`config.mk`:
```
export PLATFORM = sky130hd
export DESIGN_NAME = refi_gen
export DESIGN_NICKNAME = d
export VERILOG_FILES = /design/src/rtl/refi_pkg.sv /design/src/rtl/refi_interval_table.sv /design/src/rtl/refi_down_counter.sv /design/src/rtl/refi_owed_tracker.sv /design/src/rtl/refi_gen.sv
export SDC_FILE = /design/constraint.sdc
export NUM_CORES = 1
export LEC_CHECK = 0
export ABC_CLOCK_PERIOD_IN_PS = 2800
export BUFFER_PORTS_ARGS = -buffer_cell sky130_fd_sc_hd__buf_2
export CAP_MARGIN = 20
export CORE_MARGIN = 2
export CORE_UTILIZATION = 59
export DETAILED_ROUTE_END_ITERATION = 12
export MAX_ROUTING_LAYER = met4
export PLACE_DENSITY = 0.87
export SYNTH_ARGS = -nofsm -noshare
export SYNTH_HDL_FRONTEND = slang
export SYNTH_SLANG_ARGS = --single-unit
```
`constraint.sdc`:
```
create_clock -name clk -period 2.8 [get_ports clk]
set_input_delay 0.14 -clock clk [delete_from_list [all_inputs] [get_ports clk]]
set_output_delay 0.14 -clock clk [all_outputs]
set_load 0.02 [all_outputs]
```
`src/rtl/refi_pkg.sv`:
```
package refi_pkg;

    typedef enum logic [1:0] {
        ST_OFF  = 2'd0,
        ST_IDLE = 2'd1,
        ST_PEND = 2'd2
    } refi_state_e;

    // Cycles in one interval: floor(ns * MHz / 1000), never below one.
    function automatic int unsigned refi_cycles(input int unsigned ns, input int unsigned mhz);
        int unsigned c;
        c = (ns * mhz) / 1000;
        return (c == 0) ? 1 : c;
    endfunction

endpackage

```
`src/rtl/refi_interval_table.sv`:
```
module refi_interval_table
    import refi_pkg::*;
#(
    parameter int unsigned RATE1_NS = 7800,
    parameter int unsigned RATE2_NS = 15600,
    parameter int unsigned RATE3_NS = 125000,
    parameter int unsigned F0_MHZ   = 66,
    parameter int unsigned F1_MHZ   = 100,
    parameter int unsigned F2_MHZ   = 133,
    parameter int unsigned CNT_W    = 15
) (
    input  logic [1:0]       rate_sel,
    input  logic [1:0]       freq_sel,
    output logic [CNT_W-1:0] reload_val
);

    function automatic int unsigned period_of(input int unsigned r);
        case (r)
            1:       return RATE1_NS;
            2:       return RATE2_NS;
            3:       return RATE3_NS;
            default: return 0;
        endcase
    endfunction

    function automatic int unsigned clock_of(input int unsigned f);
        case (f)
            0:       return F0_MHZ;
            1:       return F1_MHZ;
            default: return F2_MHZ;
        endcase
    endfunction

    logic [CNT_W-1:0] tbl [4][4];

    for (genvar r = 0; r < 4; r++) begin : g_rate
        for (genvar f = 0; f < 4; f++) begin : g_freq
            if (r == 0) begin : g_off
                assign tbl[r][f] = '0;
            end else begin : g_on
                assign tbl[r][f] = CNT_W'(refi_cycles(period_of(r), clock_of(f)) - 1);
            end
        end
    end

    assign reload_val = tbl[rate_sel][freq_sel];

endmodule

```
`src/rtl/refi_down_counter.sv`:
```
module refi_down_counter #(
    parameter int unsigned CNT_W = 15
) (
    input  logic             clk,
    input  logic             rst_n,
    input  logic             run,
    input  logic             reload,
    input  logic [CNT_W-1:0] reload_val,
    output logic             expire
);

    logic [CNT_W-1:0] cnt;

    assign expire = run && !reload && (cnt == '0);

    always_ff @(posedge clk or negedge rst_n) begin
        if (!rst_n) begin
            cnt <= '0;
        end else if (reload || !run || (cnt == '0)) begin
            cnt <= reload_val;
        end else begin
            cnt <= cnt - 1'b1;
        end
    end

endmodule

```
`src/rtl/refi_owed_tracker.sv`:
```
module refi_owed_tracker #(
    parameter int unsigned OWED_MAX = 7,
    parameter int unsigned OWED_W   = 3
) (
    input  logic              clk,
    input  logic              rst_n,
    input  logic              clear,
    input  logic              inc,
    input  logic              dec,
    output logic [OWED_W-1:0] owed
);

    localparam logic [OWED_W-1:0] CAP = OWED_W'(OWED_MAX);

    logic dec_ok;
    assign dec_ok = dec && (owed != '0);

    always_ff @(posedge clk or negedge rst_n) begin
        if (!rst_n) begin
            owed <= '0;
        end else if (clear) begin
            owed <= '0;
        end else begin
            unique case ({inc, dec_ok})
                2'b10:   owed <= (owed == CAP) ? owed : owed + 1'b1;
                2'b01:   owed <= owed - 1'b1;
                default: owed <= owed;
            endcase
        end
    end

endmodule

```
`src/rtl/refi_gen.sv`:
```
module refi_gen
    import refi_pkg::*;
#(
    parameter int unsigned RATE1_NS = 7800,
    parameter int unsigned RATE2_NS = 15600,
    parameter int unsigned RATE3_NS = 125000,
    parameter int unsigned F0_MHZ   = 66,
    parameter int unsigned F1_MHZ   = 100,
    parameter int unsigned F2_MHZ   = 133,
    parameter int unsigned OWED_MAX = 7,
    localparam int unsigned OWED_W  = $clog2(OWED_MAX + 1)
) (
    input  logic              clk,
    input  logic              rst_n,
    input  logic [1:0]        rate_sel,
    input  logic [1:0]        freq_sel,
    input  logic              refresh_ack,
    output logic              refresh_req,
    output logic [OWED_W-1:0] owed_count
);

    localparam int unsigned MAX_CYC = refi_cycles(RATE3_NS, F2_MHZ);
    localparam int unsigned CNT_W   = (MAX_CYC < 2) ? 1 : $clog2(MAX_CYC);

    logic [3:0]       cfg_q;
    logic             enabled;
    logic             cfg_change;
    logic [CNT_W-1:0] reload_val;
    logic             expire;
    refi_state_e      state, state_nxt;

    assign enabled    = (rate_sel != 2'b00);
    assign cfg_change = ({rate_sel, freq_sel} != cfg_q);

    always_ff @(posedge clk or negedge rst_n) begin
        if (!rst_n) cfg_q <= '0;
        else        cfg_q <= {rate_sel, freq_sel};
    end

    refi_interval_table #(
        .RATE1_NS(RATE1_NS), .RATE2_NS(RATE2_NS), .RATE3_NS(RATE3_NS),
        .F0_MHZ(F0_MHZ), .F1_MHZ(F1_MHZ), .F2_MHZ(F2_MHZ), .CNT_W(CNT_W)
    ) u_table (
        .rate_sel   (rate_sel),
        .freq_sel   (freq_sel),
        .reload_val (reload_val)
    );

    refi_down_counter #(.CNT_W(CNT_W)) u_counter (
        .clk        (clk),
        .rst_n      (rst_n),
        .run        (enabled),
        .reload     (cfg_change),
        .reload_val (reload_val),
        .expire     (expire)
    );

    refi_owed_tracker #(.OWED_MAX(OWED_MAX), .OWED_W(OWED_W)) u_owed (
        .clk   (clk),
        .rst_n (rst_n),
        .clear (!enabled),
        .inc   (expire),
        .dec   (refresh_ack),
        .owed  (owed_count)
    );

    always_ff @(posedge clk or negedge rst_n) begin
        if (!rst_n) state <= ST_OFF;
        else        state <= state_nxt;
    end

    always_comb begin
        state_nxt = state;
        unique case (state)
            ST_OFF: begin
                if (enabled) state_nxt = ST_IDLE;               // T_ENABLE
            end
            ST_IDLE: begin
                if (!enabled)    state_nxt = ST_OFF;            // T_DISABLE
                else if (expire) state_nxt = ST_PEND;           // T_EXPIRE
            end
            ST_PEND: begin
                if (!enabled) state_nxt = ST_OFF;               // T_DISABLE
                else if (refresh_ack && !expire && (owed_count == OWED_W'(1)))
                    state_nxt = ST_IDLE;                        // T_DRAIN
            end
            default: state_nxt = ST_OFF;
        endcase
    end

    always_comb begin
        refresh_req = (state == ST_PEND);
    end

endmodule

```
==> reports/metrics.csv <==
metric,value,unit
status,finished clean,
DRC errors left,0,
post-DR vias/cell,5.97,
Area contributors post-synth,"dfrtp_1 38%, ha_1 8.7%, xor2_1 4.4%, xnor2_1 3.9%, mux2i_1 3.8%",
Switching Share,0.369,
combinational fraction of design power,0.383,
PD cells,602,mW/mm²
first-pass GRT wire length,5.49,mm
core area,0.00250,mm²
vias,1194,
wire per inst,14.8,µm
worst min-delay path class,in -> reg,
Die Ht,55.8,µm
DR pass1 iterations,4,
dpl cells,195,
switching pwr,0.000374,W
area of the die,0.00311,mm²
cells after synthesis,159,
# H-tree levels,1,
net count after synthesis,177,
mapped cell area,0.00158,mm²
RePlAce Congestion,0.868,
"FF+latch count, synth",24,
root buf cell,clkbuf_4,
Relative slew margins,0.649,
Initial Utilization,0.633,
Final #Nets,189,
Buffers on Ports,10,
Synth Flop Type,dfrtp_1,
Non-Filler Instances,200,
Detailed Route Iter0 Violations,26,
TNS Setup,0,ns
syn_area_per_cell,9.95,µm²
Max Slew Vio Count,0,
P&R area growth vs syn,6.57,%
setup violators final,0,
Clk pwr share,0.180,
CTS Sinks,24,
gr usage total,0.224,
row cnt,18,
I/O pin cnt,11,
most frequent cell after synthesis,dfrtp_1,
Yosys top cell area share,0.380,
DRT antenna net count,0,
most instantiated cells after synthesis,"24 x dfrtp_1, 15 x nor2_1, 13 x nand2_1",
antenna diode count,0,
Max clock buf depth,2,
sequential share of power,0.436,
post-synth top area cell,dfrtp_1,
Worst EP arrival,2.39,ns
maximum clock frequency,463,MHz
setup clock skew after layout,0.0146,ns
clock slew at reported path FFs,0.14,ns
Worst Path Required,3.03,ns
Ys Warns,0,
RSZ-0062 raised after global routing,false,
DP HPWL,2.22,mm
GRT Residual Overflow,0,
minimum clock period,2.16,ns
CP Class,reg -> reg,
Crit Path Max Fanout,11,
die width,55.8,µm
endpoint class of the critical path,register,
ys async rst share,1.00,
CP startpoint kind,register,
Num CTS Buffers,3,
largest net degree at the start of global routing,25,
layout cells sized above 1,0.171,
worst skew pair latency,0.32,ns
Setup Slack @ Placement,0.659,ns
Leakage,0.747,nW
Post-CTS Setup Inserts,0,
final worst setup slack,0.639,ns
Final Hold Violating Endpoints,0,
initial antenna violation count,0,
Final Cycle Share,0.772,
Tot Pwr,0.00101,W
post-synth cell types,44,
Post-synth EDFFs,0,
sequential fraction of the synthesis area,0.380,
TritonCTS clock tree,done,
internal power,0.000640,W
VDD IR max,0.498,mV
Worst-Margin Slew,0.526,ns
# fillers,194,
Hold Slack,0.0101,ns
CTS-repair resized insts,0,
vias in the first global route,1233,
Post-Route WL,2.97,mm
Max Cap Viol,0,
power groups by stage:
stage	Combinational, W	Sequential, W	Clock, W
floorplan	0.000273	0.000465	0
global placement	0.000366	0.000443	0
detailed placement	0.000388	0.000449	0
CTS	0.000391	0.000442	0.000184
global route	0.000435	0.000453	0.000198
finish	0.000389	0.000443	0.000183
metrics by stage:
step           instance area [µm²]   util
2_1_floorplan                 1580      -
3_3_place_gp                  1640  0.656
3_5_place_dp                  1640  0.656
4_1_cts                       1690  0.674
5_1_grt                       1690  0.674
6_report                      1690  0.674
cells in the final DEF (no fill, tap or decap), types with 2 or more instances in the layout:
master,netlist,layout
ha_1,11,11
nor3_1,3,3
inv_1,7,7
o21ai_0,8,8
buf_2,1,10
a21oi_1,8,8
o41ai_1,2,2
nor4_4,2,2
nor4_1,2,2
xnor2_1,7,7
nor2_1,15,15
or2b_2,2,2
buf_4,1,2
nand3b_1,6,6
dfrtp_1,24,24
a211oi_1,2,2
xor2_1,8,8
mux2i_1,6,6
nand4b_1,2,2
clkbuf_4,0,3
nand3_1,4,4
nor2b_1,3,3
nand2_1,13,13
layout make-up:
class / count / area, µm² / area share
clock buffer: 4 / 36.3 / 0.0215
inverter: 7 / 26.3 / 0.0156
multi-input combinational: 122 / 910 / 0.540
sequential: 24 / 601 / 0.356
tap: 30 / 37.5 / 0.0223
timing repair buffer: 13 / 75.1 / 0.0445
sequential cells by signal (all words and copies together) (netlist names):
signal / flops
u_counter.cnt: 15
cfg_q: 4
u_owed.owed: 3
state: 2
cells by family (layout without fill, tap and decap cells):
group           count (synthesis)  count (layout)  synth area share
xor+xnor                       15              15            0.0831
compound gates                 29              29             0.126
buf+inv                        13              24            0.0451
mux                             7               7            0.0475
flops                          24              24             0.380
fa+ha+maj                      11              11            0.0870
simple gates                   60              60             0.232
worst paths after layout:
kind | slack, ns | cells past startpoint | startpoint | end
min reg2reg | 0.52 | 1 | state[0] | state[0]
min | 0.01 | 1 | rate_sel[1] | cfg_q[3]
max | 0.64 | 8 | u_counter.cnt[0] | u_owed.owed[2]
min in group asynchronous | 0.31 | 2 | rst_n | u_counter.cnt[2]
max in group asynchronous | 2.12 | 2 | rst_n | u_counter.cnt[0]
max reg2reg | 0.64 | 8 | u_counter.cnt[0] | u_owed.owed[2]
timing repair:
item / CTS / global route
hold buffers: 1 / 0
hold endpoints to repair: 24 / 0
setup endpoints to repair: 0 / 0
layer usage:
metal / GRT usage / vias up / part of all wire
li1: - / 581 / -
met1: 0.309 / 576 / 0.48
met2: 0.354 / 33 / 0.47
met3: 0.0279 / 4 / 0.045
met4: 0.0557 / 0 / 0.0094
met5: - / - / 0
critical path: stages (launching register included):
cell	delay, ns
dfrtp_1	0.42
inv_1	0.13
ha_1	0.16
nor4b_1	0.29
nand4_2	0.16
nor4b_2	0.26
buf_4	0.21
mux2_4	0.31
o32ai_2	0.14
Note: power is estimated with default switching activity, not from simulation.
